==> config.mk <==
export PLATFORM = sky130hd
export DESIGN_NAME = cascade_counter
export DESIGN_NICKNAME = d
export VERILOG_FILES = /design/src/rtl/cascade_counter_pkg.sv /design/src/rtl/slice_next.sv /design/src/rtl/slice_term.sv /design/src/rtl/counter_slice.sv /design/src/rtl/cascade_counter.sv
export SDC_FILE = /design/constraint.sdc
export NUM_CORES = 1
export LEC_CHECK = 0
export ABC_AREA = 1
export ABC_CLOCK_PERIOD_IN_PS = 2500
export CAP_MARGIN = 20
export CORE_MARGIN = 4
export CORE_UTILIZATION = 30
export CTS_CLUSTER_DIAMETER = 120
export DETAILED_ROUTE_END_ITERATION = 12
export PLACE_DENSITY_LB_ADDON = 0.08
export RECOVER_POWER = 100
export SLEW_MARGIN = 20
export SYNTH_ARGS = -nofsm -noshare
export SYNTH_HDL_FRONTEND = slang
export SYNTH_SLANG_ARGS = --single-unit
export TNS_END_PERCENT = 20
==> constraint.sdc <==
create_clock -name clk -period 2.5 [get_ports clk]
set_input_delay 0.5 -clock clk [delete_from_list [all_inputs] [get_ports clk]]
set_output_delay 0.5 -clock clk [all_outputs]
set_load 0.01 [all_outputs]
==> src/rtl/cascade_counter_pkg.sv <==
package cascade_counter_pkg;
  localparam int unsigned SLICE_W_DEF = 4;

  typedef enum logic [1:0] {
    OP_HOLD  = 2'd0,
    OP_COUNT = 2'd1,
    OP_LOAD  = 2'd2
  } slice_op_e;
endpackage

==> src/rtl/slice_next.sv <==
module slice_next
  import cascade_counter_pkg::*;
#(
  parameter int unsigned SLICE_W = SLICE_W_DEF
) (
  input  logic [SLICE_W-1:0] cur,
  input  logic [SLICE_W-1:0] din,
  input  logic               load_n,
  input  logic               en_par,
  input  logic               en_trk,
  output logic [SLICE_W-1:0] nxt
);
  slice_op_e op;

  // load wins over counting; counting needs both enables
  always_comb begin
    if (!load_n)                op = OP_LOAD;
    else if (en_par && en_trk)  op = OP_COUNT;
    else                        op = OP_HOLD;
  end

  always_comb begin
    unique case (op)
      OP_LOAD:  nxt = din;
      OP_COUNT: nxt = cur + SLICE_W'(1);
      default:  nxt = cur;
    endcase
  end
endmodule

==> src/rtl/slice_term.sv <==
module slice_term
  import cascade_counter_pkg::*;
#(
  parameter int unsigned SLICE_W = SLICE_W_DEF
) (
  input  logic [SLICE_W-1:0] cur,
  input  logic               en_trk,
  output logic               tc
);
  // no register: the flag follows the trickle enable directly
  assign tc = en_trk && (&cur);
endmodule

==> src/rtl/counter_slice.sv <==
module counter_slice
  import cascade_counter_pkg::*;
#(
  parameter int unsigned SLICE_W = SLICE_W_DEF
) (
  input  logic               clk,
  input  logic               clr_n,
  input  logic               load_n,
  input  logic [SLICE_W-1:0] din,
  input  logic               en_par,
  input  logic               en_trk,
  output logic [SLICE_W-1:0] q,
  output logic               tc
);
  logic [SLICE_W-1:0] q_nxt;

  slice_next #(.SLICE_W(SLICE_W)) u_next (
    .cur    (q),
    .din    (din),
    .load_n (load_n),
    .en_par (en_par),
    .en_trk (en_trk),
    .nxt    (q_nxt)
  );

  slice_term #(.SLICE_W(SLICE_W)) u_term (
    .cur    (q),
    .en_trk (en_trk),
    .tc     (tc)
  );

  always_ff @(posedge clk or negedge clr_n) begin
    if (!clr_n) q <= '0;
    else        q <= q_nxt;
  end
endmodule

==> src/rtl/cascade_counter.sv <==
module cascade_counter
  import cascade_counter_pkg::*;
#(
  parameter int unsigned SLICE_W    = SLICE_W_DEF,
  parameter int unsigned NUM_SLICES = 4,
  localparam int unsigned W         = SLICE_W * NUM_SLICES
) (
  input  logic         clk,
  input  logic         clr_n,
  input  logic         load_n,
  input  logic [W-1:0] data,
  input  logic         cnt_par,
  input  logic         cnt_trk,
  output logic [W-1:0] count,
  output logic         carry_out
);
  // trk_chain[i] enables slice i; trk_chain[NUM_SLICES] is the chain's flag
  logic [NUM_SLICES:0] trk_chain;

  assign trk_chain[0] = cnt_trk;

  for (genvar i = 0; i < NUM_SLICES; i++) begin : g_slice
    counter_slice #(.SLICE_W(SLICE_W)) u_slice (
      .clk    (clk),
      .clr_n  (clr_n),
      .load_n (load_n),
      .din    (data[i*SLICE_W +: SLICE_W]),
      .en_par (cnt_par),
      .en_trk (trk_chain[i]),
      .q      (count[i*SLICE_W +: SLICE_W]),
      .tc     (trk_chain[i+1])
    );
  end

  assign carry_out = trk_chain[NUM_SLICES];
endmodule

# ---- Yosys cells after proc, flatten, opt, wreduce, memory -nomap -nowiden
# Cells that the tools add are included.
dict set report op_classes {
  div_mod_pow 0
  n_reduce_logical 16
  n_addsub 4
  n_eq_ne 8
  n_mul 0
  n_bitwise 0
  magnitude_cmp 0
  shift 0
  muxes 12
}
# cell n
set op_table {}
lappend op_table {{4-bit one-hot mux with 2 select lines} 4}
lappend op_table {{4-bit by 1-bit adder with 4-bit output, second input constant} 4}
lappend op_table {{4-bit AND reduction} 4}
lappend op_table {{2-bit by 1-bit == test with 1-bit output, second input constant} 4}
lappend op_table {{2-bit == test, second input constant} 4}
lappend op_table {{1-bit logical AND} 8}
lappend op_table {{2-bit two-way mux} 4}
lappend op_table {{2-bit nonzero test} 4}
lappend op_table {{1-bit two-way mux} 4}
dict set report word_totals {
  memories 0
  ramBits 0
  output_inout_bits 17
  rom_bits 0
  latch_bits 0
  register_bits 16
  word_cells 44
}

# ---- Logic depth before layout (Yosys ltp)
dict set report depth {
  depth_word 9
  depth_mapped 8
}

# ---- Modules after synthesis
# A second synthesis with hierarchy kept.
dict set report unflattened {
  hier_cells 148
  hier_area_um2 1066.0
}
# module area_per_inst_um2 instances cells_each
set modules_own_cells {}
lappend modules_own_cells {slice_next 153.9 4 30}
lappend modules_own_cells {counter_slice 100.1 4 4}
lappend modules_own_cells {slice_term 12.5 4 3}

# ---- Worst setup path before layout
# No wires, ideal clock.
dict set report synth_path {
  kind {flip-flop to output port}
  startpoint {register g_slice[1].u_slice.q[0]}
  endpoint {output carry_out}
  slack_ps 918
  required_ps 2000
  stages_incl_launch_ff 6
  arrival_time_ps 1082
  path_buffers 0
  cell_sequence {dfrtp_1 ha_1 nand2_1 nor2_1 nand2_1 nor2_1}
}
dict set report synth_between {
  elab_chain_len 4
}
# item line_no
set synth_rtl {}
lappend synth_rtl {{start, declared} counter_slice.sv:12} ;# output logic [SLICE_W-1:0] q,
lappend synth_rtl {{start signal, assigned} counter_slice.sv:34} ;# else q <= q_nxt;
lappend synth_rtl {{4-bit AND reduction} slice_term.sv:11} ;# assign tc = en_trk && (&cur);
lappend synth_rtl {{1-bit logical AND (3 in series)} slice_term.sv:11}
lappend synth_rtl {{end, declared} cascade_counter.sv:15} ;# output logic carry_out
# Every way passes these cells.

# ---- Worst setup path in the final report
dict set report layout_path {
  startpoint {input cnt_trk}
  endpoint {output carry_out}
}
dict set report layout_between {
  elab_chain_len 4
}
# item line_no
set layout_rtl {}
lappend layout_rtl {{start, declared} cascade_counter.sv:13} ;# input logic cnt_trk,
lappend layout_rtl {{1-bit logical AND (4 in series)} slice_term.sv:11}
# Every way passes these cells.

==> results.toml <==
[power_and_ir_drop]
ir_worst_vdd_mv = 0.300
p_leak_nw = 0.705
power_density_mw_per_mm2 = 461

[drt]
vias_per_cell = 4.52
wl_per_cell_um = 11.6
wl_um = 2530
vias = 990
drtIter0Drc = 43
drtPass1Iterations = 4
postRouteAntennaNets = 0
drc = 0

[clock_tree]
cts.path.max_buffers = 2
clkTransAtPathRegs_ns = 0.10
insertion_delay_ns = 0.29
clock_sink_count = 16
htree_levels = 1
cts_tree = "built"
cts_root_buffer = "clkbuf_4"
cts_made_buffers = 3

[placed_design]
portBuffers = 37
routabilityCongestion = 0.808
hpwl_um = 1840
placed_cell_area_mm2 = 0.00141

[sta]
fmax_mhz = 488
setup-violations-final = 0
holdWs_ns = 0.547
fin_skew_ns = 0.00442
drv_slew = 0
tns_ns = 0
fin_crit_ns = 2.05
timing.final.crit_share_pct = 82.0
relSlewSlack_pct = 46.3
finalHoldViolCount = 0
rsz0062_at_grt = "false"
tightestPinTransition_ns = 0.803

[finish]
nFillCells = 314
layout.nets = 201
final_common_cell = "nand2_1"
largest_reg_flops = 16
reg_top3 = "g_slice.u_slice.q x16"
regMostFlops = "g_slice.u_slice.q"
syn_to_final_growth_pct = 49.2
fin_util_pct = 47.3
drive_gt1_share_pct = 8.00
fin_area_mm2 = 0.00146
layout.area.seq_um2 = 400
antenna_cells = 0
multi_input_area_um2 = 517
most-common-layout-cells = "41 x nand2_1, 35 x nand3_1, 18 x dlygate4sd3_1, 18 x clkdlybuf4s50_1, 16 x dfrtp_1"

[global_routing]
grt_max_degree = 19
globalRouteOverflowTotal = 0
grt_pass1_vias = 998
grt_use_total_pct = 13.4
grt_antenna_before_repair = 0
grt_pass1_wl_um = 4510

[status]
status = "complete, no violations"

[run]
drv_cap = 0

[setup_path]
cp.arrival_ns = 1.55
worst_ep_required_time_ns = 2.00
crit_type = "primary input to output port"
startpoint_type = "primary input"
critPathCaptureType = "output port"
path_max_fanout = 2

[logic_synthesis]
yosysWarnings = 0
synthesis.area_um2 = 976
syn-num-nets = 156
ys_seq_elements = 16
yosysSeqAreaShare_pct = 41.0
syn_inst = 131
syn_area_per_cell_um2 = 7.45
yosysUniqueCellTypes = 18

[floorplanning]
die_area_mm2 = 0.00423
rows = 20
core_area_mm2 = 0.00308
dieHeight_um = 65.0
start_util_pct = 31.7
die_x_um = 65.0
ios = 38

[min_path]
hold_path.class = "flip-flop to flip-flop"
power by group:
part           leakage, nW  switching [W]  internal (W)  total, W
combinational        0.489      0.0000768     0.0000987  0.000175
clock               0.0210      0.0000931     0.0000887  0.000182
sequential           0.195      0.0000310      0.000283  0.000314
total                0.705       0.000201      0.000471  0.000672
critical path: stages:
cell and delay [ns]:
clkdlybuf4s50_1 0.48, nand2_1 0.05, nor2_1 0.14, nand4_1 0.09, nor2_1 0.12, dlymetal6s2s_1 0.17
cell type report:
cell class,instances,share of cell area [%]
clock buffer,4,2.49
multi-input combinational,102,35.5
timing repair buffer,42,27.9
tap,44,3.78
inverter,11,2.84
sequential,16,27.5
kinds of logic (layout without fill, tap and decap cells):
group	after synthesis	in the layout	synth area share, %
flip-flops	16	16	41.0
XOR/XNOR	4	4	3.59
adder cells (fa/ha/maj)	4	4	5.13
AND/OR/NAND/NOR	92	92	43.6
AO/OA/AOI/OAI	2	2	1.67
buffers and inverters	13	57	5.00
stage by stage:
step	worst slack (ns)	std cells	total power [W]
6_report	0.450	219	0.000672
3_5_place_dp	0.0783	212	0.000503
3_3_place_gp	0.0822	212	0.000501
4_1_cts	0.0292	216	0.000691
2_1_floorplan	0.918	131	0.000395
5_1_grt	0.285	219	0.000725
synth_stat cells:
cell type,instances,share of area [%]
nor2_1,5,1.9
or2_0,1,0.64
nand4_1,3,1.9
nand3_2,1,1.0
nor2_2,2,1.3
inv_1,10,3.8
nor2_4,1,1.2
nand2_1,41,16
or2_2,2,1.3
a31o_2,1,0.90
clkbuf_1,2,0.77
inv_2,1,0.38
dfrtp_1,16,41
nand2_2,1,0.64
ha_1,4,5.1
nand3_1,35,18
xor2_1,4,3.6
o211ai_1,1,0.77
per-layer routing:
layer,global-route usage [%],routed length (um)
met4,2.85,31
met1,18.5,1260
met2,20.6,1080
met5,0,0
met3,4.33,151
path summary, 6_finish.rpt:
kind                                         startpoint                       to  slack, ns  cells past startpoint
worst min-delay path            g_slice[1].u_slice.q[3]  g_slice[1].u_slice.q[3]       0.55                      2
worst min register to register  g_slice[1].u_slice.q[3]  g_slice[1].u_slice.q[3]       0.55                      2
worst max-delay path                            cnt_trk                carry_out       0.45                      6
min in group asynchronous                         clr_n  g_slice[0].u_slice.q[0]       0.73                      1
worst max register to register  g_slice[0].u_slice.q[0]  g_slice[2].u_slice.q[1]       0.91                      8
max in group asynchronous                         clr_n  g_slice[1].u_slice.q[1]       1.27                      1
what timing repair did:
action                                  in CTS  in global routing
gates resized for setup                      0                  1
hold buffers                                 0                  0
endpoints found under the setup margin       0                  1
buffers inserted                             0                  3
(Power assumes the default switching activity.)
